--- src/rtl/pt_pkg.sv ---
package pt_pkg;
  localparam int unsigned PT_VA_W   = 20;
  localparam int unsigned PT_OFF_W  = 14;
  localparam int unsigned PT_PPN_W  = 4;
  localparam int unsigned PT_LFSR_W = 8;
  localparam logic [7:0]  PT_TAPS   = 8'hB8;  // x^8+x^6+x^5+x^4+1, Galois form
endpackage

--- src/rtl/pt_lfsr.sv ---
module pt_lfsr #(
  parameter int unsigned W = 8,
  parameter logic [W-1:0] TAPS = 8'hB8,
  parameter int unsigned OUT_W = 6
) (
  input  logic             clk_i,
  input  logic             rst_ni,
  output logic [OUT_W-1:0] rnd_o
);
  logic [W-1:0] state_q;

  always_ff @(posedge clk_i or negedge rst_ni) begin
    if (!rst_ni) state_q <= W'(1);
    else if (state_q[0]) state_q <= (state_q >> 1) ^ TAPS;
    else state_q <= state_q >> 1;
  end

  // fold every state bit into the output so all states reach all indices
  always_comb begin
    rnd_o = '0;
    for (int i = 0; i < W; i++) rnd_o[i % OUT_W] = rnd_o[i % OUT_W] ^ state_q[i];
  end
endmodule

--- src/rtl/pt_store.sv ---
module pt_store #(
  parameter int unsigned IDX_W = 6,
  parameter int unsigned PPN_W = 4,
  localparam int unsigned N    = 1 << IDX_W
) (
  input  logic                      clk_i,
  input  logic                      rst_ni,
  input  logic                      wr_en_i,
  input  logic [IDX_W-1:0]          wr_idx_i,
  input  logic                      wr_valid_i,
  input  logic [PPN_W-1:0]          wr_ppn_i,
  input  logic                      acc_en_i,
  input  logic [IDX_W-1:0]          acc_idx_i,
  input  logic                      acc_write_i,
  input  logic                      clr_use_i,
  output logic [N-1:0]              valid_o,
  output logic [N-1:0]              used_o,
  output logic [N-1:0]              dirty_o,
  output logic [N-1:0][PPN_W-1:0]   ppn_o
);
  logic [N-1:0]            valid_q, used_q, dirty_q;
  logic [N-1:0][PPN_W-1:0] ppn_q;

  always_ff @(posedge clk_i or negedge rst_ni) begin
    if (!rst_ni) begin
      valid_q <= '0;
      used_q  <= '0;
      dirty_q <= '0;
      ppn_q   <= '0;
    end else begin
      for (int i = 0; i < N; i++) begin
        if (wr_en_i && wr_idx_i == IDX_W'(i)) begin
          valid_q[i] <= wr_valid_i;
          ppn_q[i]   <= wr_ppn_i;
          used_q[i]  <= 1'b0;
          dirty_q[i] <= 1'b0;
        end else begin
          if (clr_use_i) used_q[i] <= 1'b0;
          // access set wins over the bulk clear
          if (acc_en_i && acc_idx_i == IDX_W'(i)) begin
            used_q[i] <= 1'b1;
            if (acc_write_i) dirty_q[i] <= 1'b1;
          end
        end
      end
    end
  end

  assign valid_o = valid_q;
  assign used_o  = used_q;
  assign dirty_o = dirty_q;
  assign ppn_o   = ppn_q;
endmodule

--- src/rtl/pt_pick.sv ---
module pt_pick #(
  parameter int unsigned IDX_W = 6,
  localparam int unsigned N    = 1 << IDX_W
) (
  input  logic [N-1:0]     cand_i,
  input  logic [IDX_W-1:0] start_i,
  output logic             found_o,
  output logic [IDX_W-1:0] idx_o
);
  logic [IDX_W-1:0] j;

  // circular scan beginning at start_i, first candidate wins
  always_comb begin
    found_o = 1'b0;
    idx_o   = '0;
    j       = '0;
    for (int k = 0; k < N; k++) begin
      j = start_i + IDX_W'(k);
      if (!found_o && cand_i[j]) begin
        found_o = 1'b1;
        idx_o   = j;
      end
    end
  end
endmodule

--- src/rtl/pt_xlate.sv ---
module pt_xlate
  import pt_pkg::*;
#(
  parameter int unsigned VA_W   = PT_VA_W,
  parameter int unsigned OFF_W  = PT_OFF_W,
  parameter int unsigned PPN_W  = PT_PPN_W,
  parameter int unsigned LFSR_W = PT_LFSR_W,
  localparam int unsigned VPN_W = VA_W - OFF_W,
  localparam int unsigned N     = 1 << VPN_W,
  localparam int unsigned PA_W  = PPN_W + OFF_W
) (
  input  logic             clk_i,
  input  logic             rst_ni,
  input  logic             req_valid_i,
  input  logic [VA_W-1:0]  req_vaddr_i,
  input  logic             req_write_i,
  output logic             rsp_valid_o,
  output logic             rsp_fault_o,
  output logic [PA_W-1:0]  rsp_paddr_o,
  input  logic             wr_en_i,
  input  logic [VPN_W-1:0] wr_vpn_i,
  input  logic             wr_valid_i,
  input  logic [PPN_W-1:0] wr_ppn_i,
  input  logic             clr_use_i,
  input  logic             vic_req_i,
  output logic             vic_ack_o,
  output logic             vic_found_o,
  output logic [VPN_W-1:0] vic_vpn_o,
  output logic             vic_dirty_o
);
  logic [VPN_W-1:0]        vpn;
  logic [OFF_W-1:0]        off;
  logic [N-1:0]            valid, used, dirty;
  logic [N-1:0][PPN_W-1:0] ppn;
  logic                    hit;
  logic [N-1:0]            idle, pick_mask;
  logic [VPN_W-1:0]        start, pick_idx;
  logic                    pick_found;

  assign vpn = req_vaddr_i[VA_W-1:OFF_W];
  assign off = req_vaddr_i[OFF_W-1:0];
  assign hit = valid[vpn];

  pt_store #(.IDX_W(VPN_W), .PPN_W(PPN_W)) i_store (
    .clk_i      (clk_i),
    .rst_ni     (rst_ni),
    .wr_en_i    (wr_en_i),
    .wr_idx_i   (wr_vpn_i),
    .wr_valid_i (wr_valid_i),
    .wr_ppn_i   (wr_ppn_i),
    .acc_en_i   (req_valid_i && hit),
    .acc_idx_i  (vpn),
    .acc_write_i(req_write_i),
    .clr_use_i  (clr_use_i),
    .valid_o    (valid),
    .used_o     (used),
    .dirty_o    (dirty),
    .ppn_o      (ppn)
  );

  pt_lfsr #(.W(LFSR_W), .TAPS(LFSR_W'(PT_TAPS)), .OUT_W(VPN_W)) i_lfsr (
    .clk_i (clk_i),
    .rst_ni(rst_ni),
    .rnd_o (start)
  );

  assign idle      = valid & ~used;
  assign pick_mask = (|idle) ? idle : valid;

  pt_pick #(.IDX_W(VPN_W)) i_pick (
    .cand_i (pick_mask),
    .start_i(start),
    .found_o(pick_found),
    .idx_o  (pick_idx)
  );

  always_ff @(posedge clk_i or negedge rst_ni) begin
    if (!rst_ni) begin
      rsp_valid_o <= 1'b0;
      rsp_fault_o <= 1'b0;
      rsp_paddr_o <= '0;
    end else begin
      rsp_valid_o <= req_valid_i;
      if (req_valid_i) begin
        rsp_fault_o <= !hit;
        rsp_paddr_o <= hit ? {ppn[vpn], off} : '0;
      end
    end
  end

  always_ff @(posedge clk_i or negedge rst_ni) begin
    if (!rst_ni) begin
      vic_ack_o   <= 1'b0;
      vic_found_o <= 1'b0;
      vic_vpn_o   <= '0;
      vic_dirty_o <= 1'b0;
    end else begin
      vic_ack_o <= vic_req_i;
      if (vic_req_i) begin
        vic_found_o <= pick_found;
        vic_vpn_o   <= pick_found ? pick_idx : '0;
        vic_dirty_o <= pick_found && dirty[pick_idx];
      end
    end
  end
endmodule

--- config.mk ---
export PLATFORM = sky130hd
export DESIGN_NAME = pt_xlate
export DESIGN_NICKNAME = d
export VERILOG_FILES = /design/src/rtl/pt_pkg.sv /design/src/rtl/pt_lfsr.sv /design/src/rtl/pt_store.sv /design/src/rtl/pt_pick.sv /design/src/rtl/pt_xlate.sv
export SDC_FILE = /design/constraint.sdc
export NUM_CORES = 2
export LEC_CHECK = 0
export BUFFER_PORTS_ARGS = -buffer_cell sky130_fd_sc_hd__buf_2
export CAP_MARGIN = 5
export CORE_MARGIN = 1.5
export CORE_UTILIZATION = 45
export DETAILED_ROUTE_END_ITERATION = 10
export SETUP_SLACK_MARGIN = 0.4
export SKIP_CTS_REPAIR_TIMING = 1
export SYNTH_ARGS = -nofsm -noshare
export SYNTH_HDL_FRONTEND = slang
export SYNTH_SLANG_ARGS = --single-unit
export TNS_END_PERCENT = 30
--- constraint.sdc ---
create_clock -name clk_i -period 27.5 [get_ports clk_i]
set_clock_uncertainty 0.1 [all_clocks]
set_input_delay 2.75 -clock clk_i [delete_from_list [all_inputs] [get_ports clk_i]]
set_output_delay 2.75 -clock clk_i [all_outputs]
set_load 0.02 [all_outputs]
==> results.json <==
{
  "areaGrowthSynthToFinish_pct": 10.2,
  "cts_buffers": 50,
  "post-route-period-util_pct": 40.5,
  "fp.coreArea_sq_um": 83800,
  "worstSkewPairLatency_ns": 0.62,
  "synth.top_cell.area_share_pct": 31.7,
  "synth.largest_area_cell": "dfrtp_1",
  "tns_ns": 0,
  "yosysWarnings": 0,
  "ir_worst_vdd_mv": 0.0630,
  "worstMarginPinSlew_ns": 1.46,
  "synth_top_flop_cell": "dfrtp_1",
  "multi_input_area_sq_um": 24800,
  "dp_cells": 5132,
  "timing.fmax_ghz": 0.0898,
  "crit_fanout": 38,
  "drc_errors": 0,
  "cts-root-buf": "clkbuf_16",
  "drt-initial-drc-count": 6653,
  "layout.nets": 4106,
  "overflow": 0,
  "post_drt_wl_per_cell_microns": 36.8,
  "viasPerCell": 7.33,
  "htree_levels": 2,
  "die-height_microns": 294,
  "ys_ff_latch": 485,
  "ant_nets": 0,
  "io_pins": 67,
  "fp.dieW_microns": 294,
  "synth_cell_types": 107,
  "grt_first_pass_wirelength_mm": 269,
  "violations": "capacitance limit",
  "seq_area_frac_synth_pct": 31.8,
  "synth_edf_count": 0,
  "status": "finished with violations",
  "via_count": 38378,
  "clockBufferDepth": 3,
  "slew_violations": 0,
  "cp-end-kind": "flop",
  "synth_nets": 4089,
  "clock_sinks": 485,
  "arrival_ns": 11.56,
  "grt_pass1_vias": 35420,
  "maxCapViolations": 2,
  "fin_cells": 5236,
  "fin_util_pct": 50.2,
  "cts_tree": "done",
  "netlist_instances": 4034,
  "seq_area_sq_um": 12100,
  "hold_class": "reg -> reg",
  "start_util_pct": 45.6,
  "layout_commonest_cell": "dfrtp_1",
  "required_ns": 27.92,
  "rows": 106,
  "cts.clk_slew.worst_paths_ns": 0.07,
  "port_buffers": 66,
  "fillCellCount": 7905,
  "path_class": "reg -> reg",
  "grt.total_usage_pct": 43.8,
  "pwr_density_cell_nw_per_um2": 52.9,
  "dr.pass1.iters": 8,
  "start_kind": "flop",
  "grt_max_degree": 181,
  "hold_ws_ns": 0.355,
  "wirelength_mm": 193,
  "synth-async-reset-ratio_pct": 100,
  "hpwl_mm": 142,
  "globalplace.congestion": 1.13,
  "setup_viol": 0,
  "die_area_sq_um": 86600,
  "final_layout_size_suffix_gt1_share_pct": 24.1,
  "rsz0062_at_grt": "no",
  "avgSynthCellArea_sq_um": 9.47,
  "finalCriticalPeriod_ns": 11.13,
  "relSlewSlack_pct": 1.48,
  "finalHoldViolations": 0,
  "netlist_area_sq_um": 38200,
  "antenna_found_initial": 11,
  "synth.area.top_cells": "dfrtp_1 (32%), mux4_2 (13%), mux2_2 (10%)",
  "layout_common_cells": "dfrtp_1 (482), nor2_1 (373), nand2_1 (368)",
  "leakage_nw": 17.8
}
## worst max-delay path, stage by stage (launching register included)
cell and delay, ns:
dfstp_2 0.60, xor2_4 0.43, buf_4 0.51, ha_2 0.60
nand2_1 0.47, nand2_1 0.16, buf_4 0.36, nand2_1 0.48
a221oi_1 0.99, a2111oi_0 0.20, a221oi_1 0.47, a311oi_1 0.16
a221oi_1 0.67, nand2_1 0.39, nor4_2 0.35, buf_4 0.44
nand2_1 0.50, nor4b_2 0.84, nor3_1 0.17, o211ai_1 0.14
nand2_1 0.09, o21ai_1 0.16, nand2_1 0.39, inv_1 0.37
mux4_2 0.53, a22oi_1 0.17, nand2_1 0.10, o21ai_1 0.14
## state kept, by name, indices dropped and copies added, names as in the netlist
name	cells
i_lfsr.state_q	8
i_store.dirty_o	64
i_store.ppn_o	256
i_store.used_o	64
i_store.valid_o	64
rsp_fault_o	1
rsp_paddr_o	18
rsp_valid_o	1
vic_ack_o	1
vic_dirty_o	1
vic_found_o	1
vic_vpn_o	6
## synth_stat cells (44+ instances only)
library cell and instances:
a211oi_1 93, xnor2_1 54, a22oi_1 51, nor4_1 58
nand2_1 368, buf_2 44, clkbuf_1 184, nor2b_1 90
mux2i_1 124, nand3_1 94, nor2_1 374, dfrtp_1 484
o22ai_1 56, inv_1 78, o21ai_0 121, nand2b_1 51
a21oi_1 343, mux4_2 219, nor3_1 123, mux2_2 341
nand4_1 45
## final cells by class
type | count | area share (%)
inverters | 86 | 0.776
clock buffers | 67 | 3.36
diodes | 11 | 0.0654
multi-input cells | 3194 | 58.9
flip-flops and latches | 485 | 28.8
well taps | 1134 | 3.37
repair buffers | 234 | 3.92
clock inverters | 25 | 0.776
## kinds of logic after synthesis
logic type / count (synthesis) / synth area share, %
mux: 689 / 26.4
buf+inv: 355 / 3.88
simple gates: 1363 / 17.3
fa+ha+maj: 17 / 0.557
xor+xnor: 79 / 1.83
flops: 485 / 31.8
compound gates: 1046 / 18.2
## final timing paths
kind	from	endpoint	slack [ns]	cells past startpoint
min	i_lfsr.state_q[1]	i_lfsr.state_q[0]	0.35	0
min in group asynchronous	rst_ni	i_store.ppn_o[104]	2.09	1
max in group asynchronous	rst_ni	i_store.ppn_o[145]	23.49	2
min reg2reg	i_lfsr.state_q[1]	i_lfsr.state_q[0]	0.35	0
max	i_lfsr.state_q[0]	vic_dirty_o	16.37	27
max reg2reg	i_lfsr.state_q[0]	vic_dirty_o	16.37	27
## layer usage
| layer | GRT usage [%] | part of all wire [%] | up-vias |
|---|---|---|---|
| met5 | 0 | 0.033 | - |
| met4 | 16.8 | 4.9 | 8 |
| met3 | 20.5 | 17 | 608 |
| met2 | 58.3 | 39 | 3145 |
| met1 | 60.8 | 40 | 19217 |
| li1 | - | - | 15400 |
## metrics by stage
step | total power [mW] | worst slack, ns | cell area (sq um)
2_1_floorplan | 1.23 | 18.53 | 38200
3_3_place_gp | 1.47 | 16.80 | 40300
3_5_place_dp | 1.47 | 16.86 | 40300
4_1_cts | 2.20 | 16.80 | 42000
5_1_grt | 2.28 | 15.96 | 42100
6_report | 2.23 | 16.37 | 42100
## report_power, final
| group | internal [mW] | leakage (nW) | switching (mW) |
|---|---|---|---|
| clock | 0.421 | 0.863 | 0.302 |
| combinational | 0.249 | 10.4 | 0.404 |
| sequential | 0.788 | 6.48 | 0.0605 |
Power figures use the tool's default switching activity.
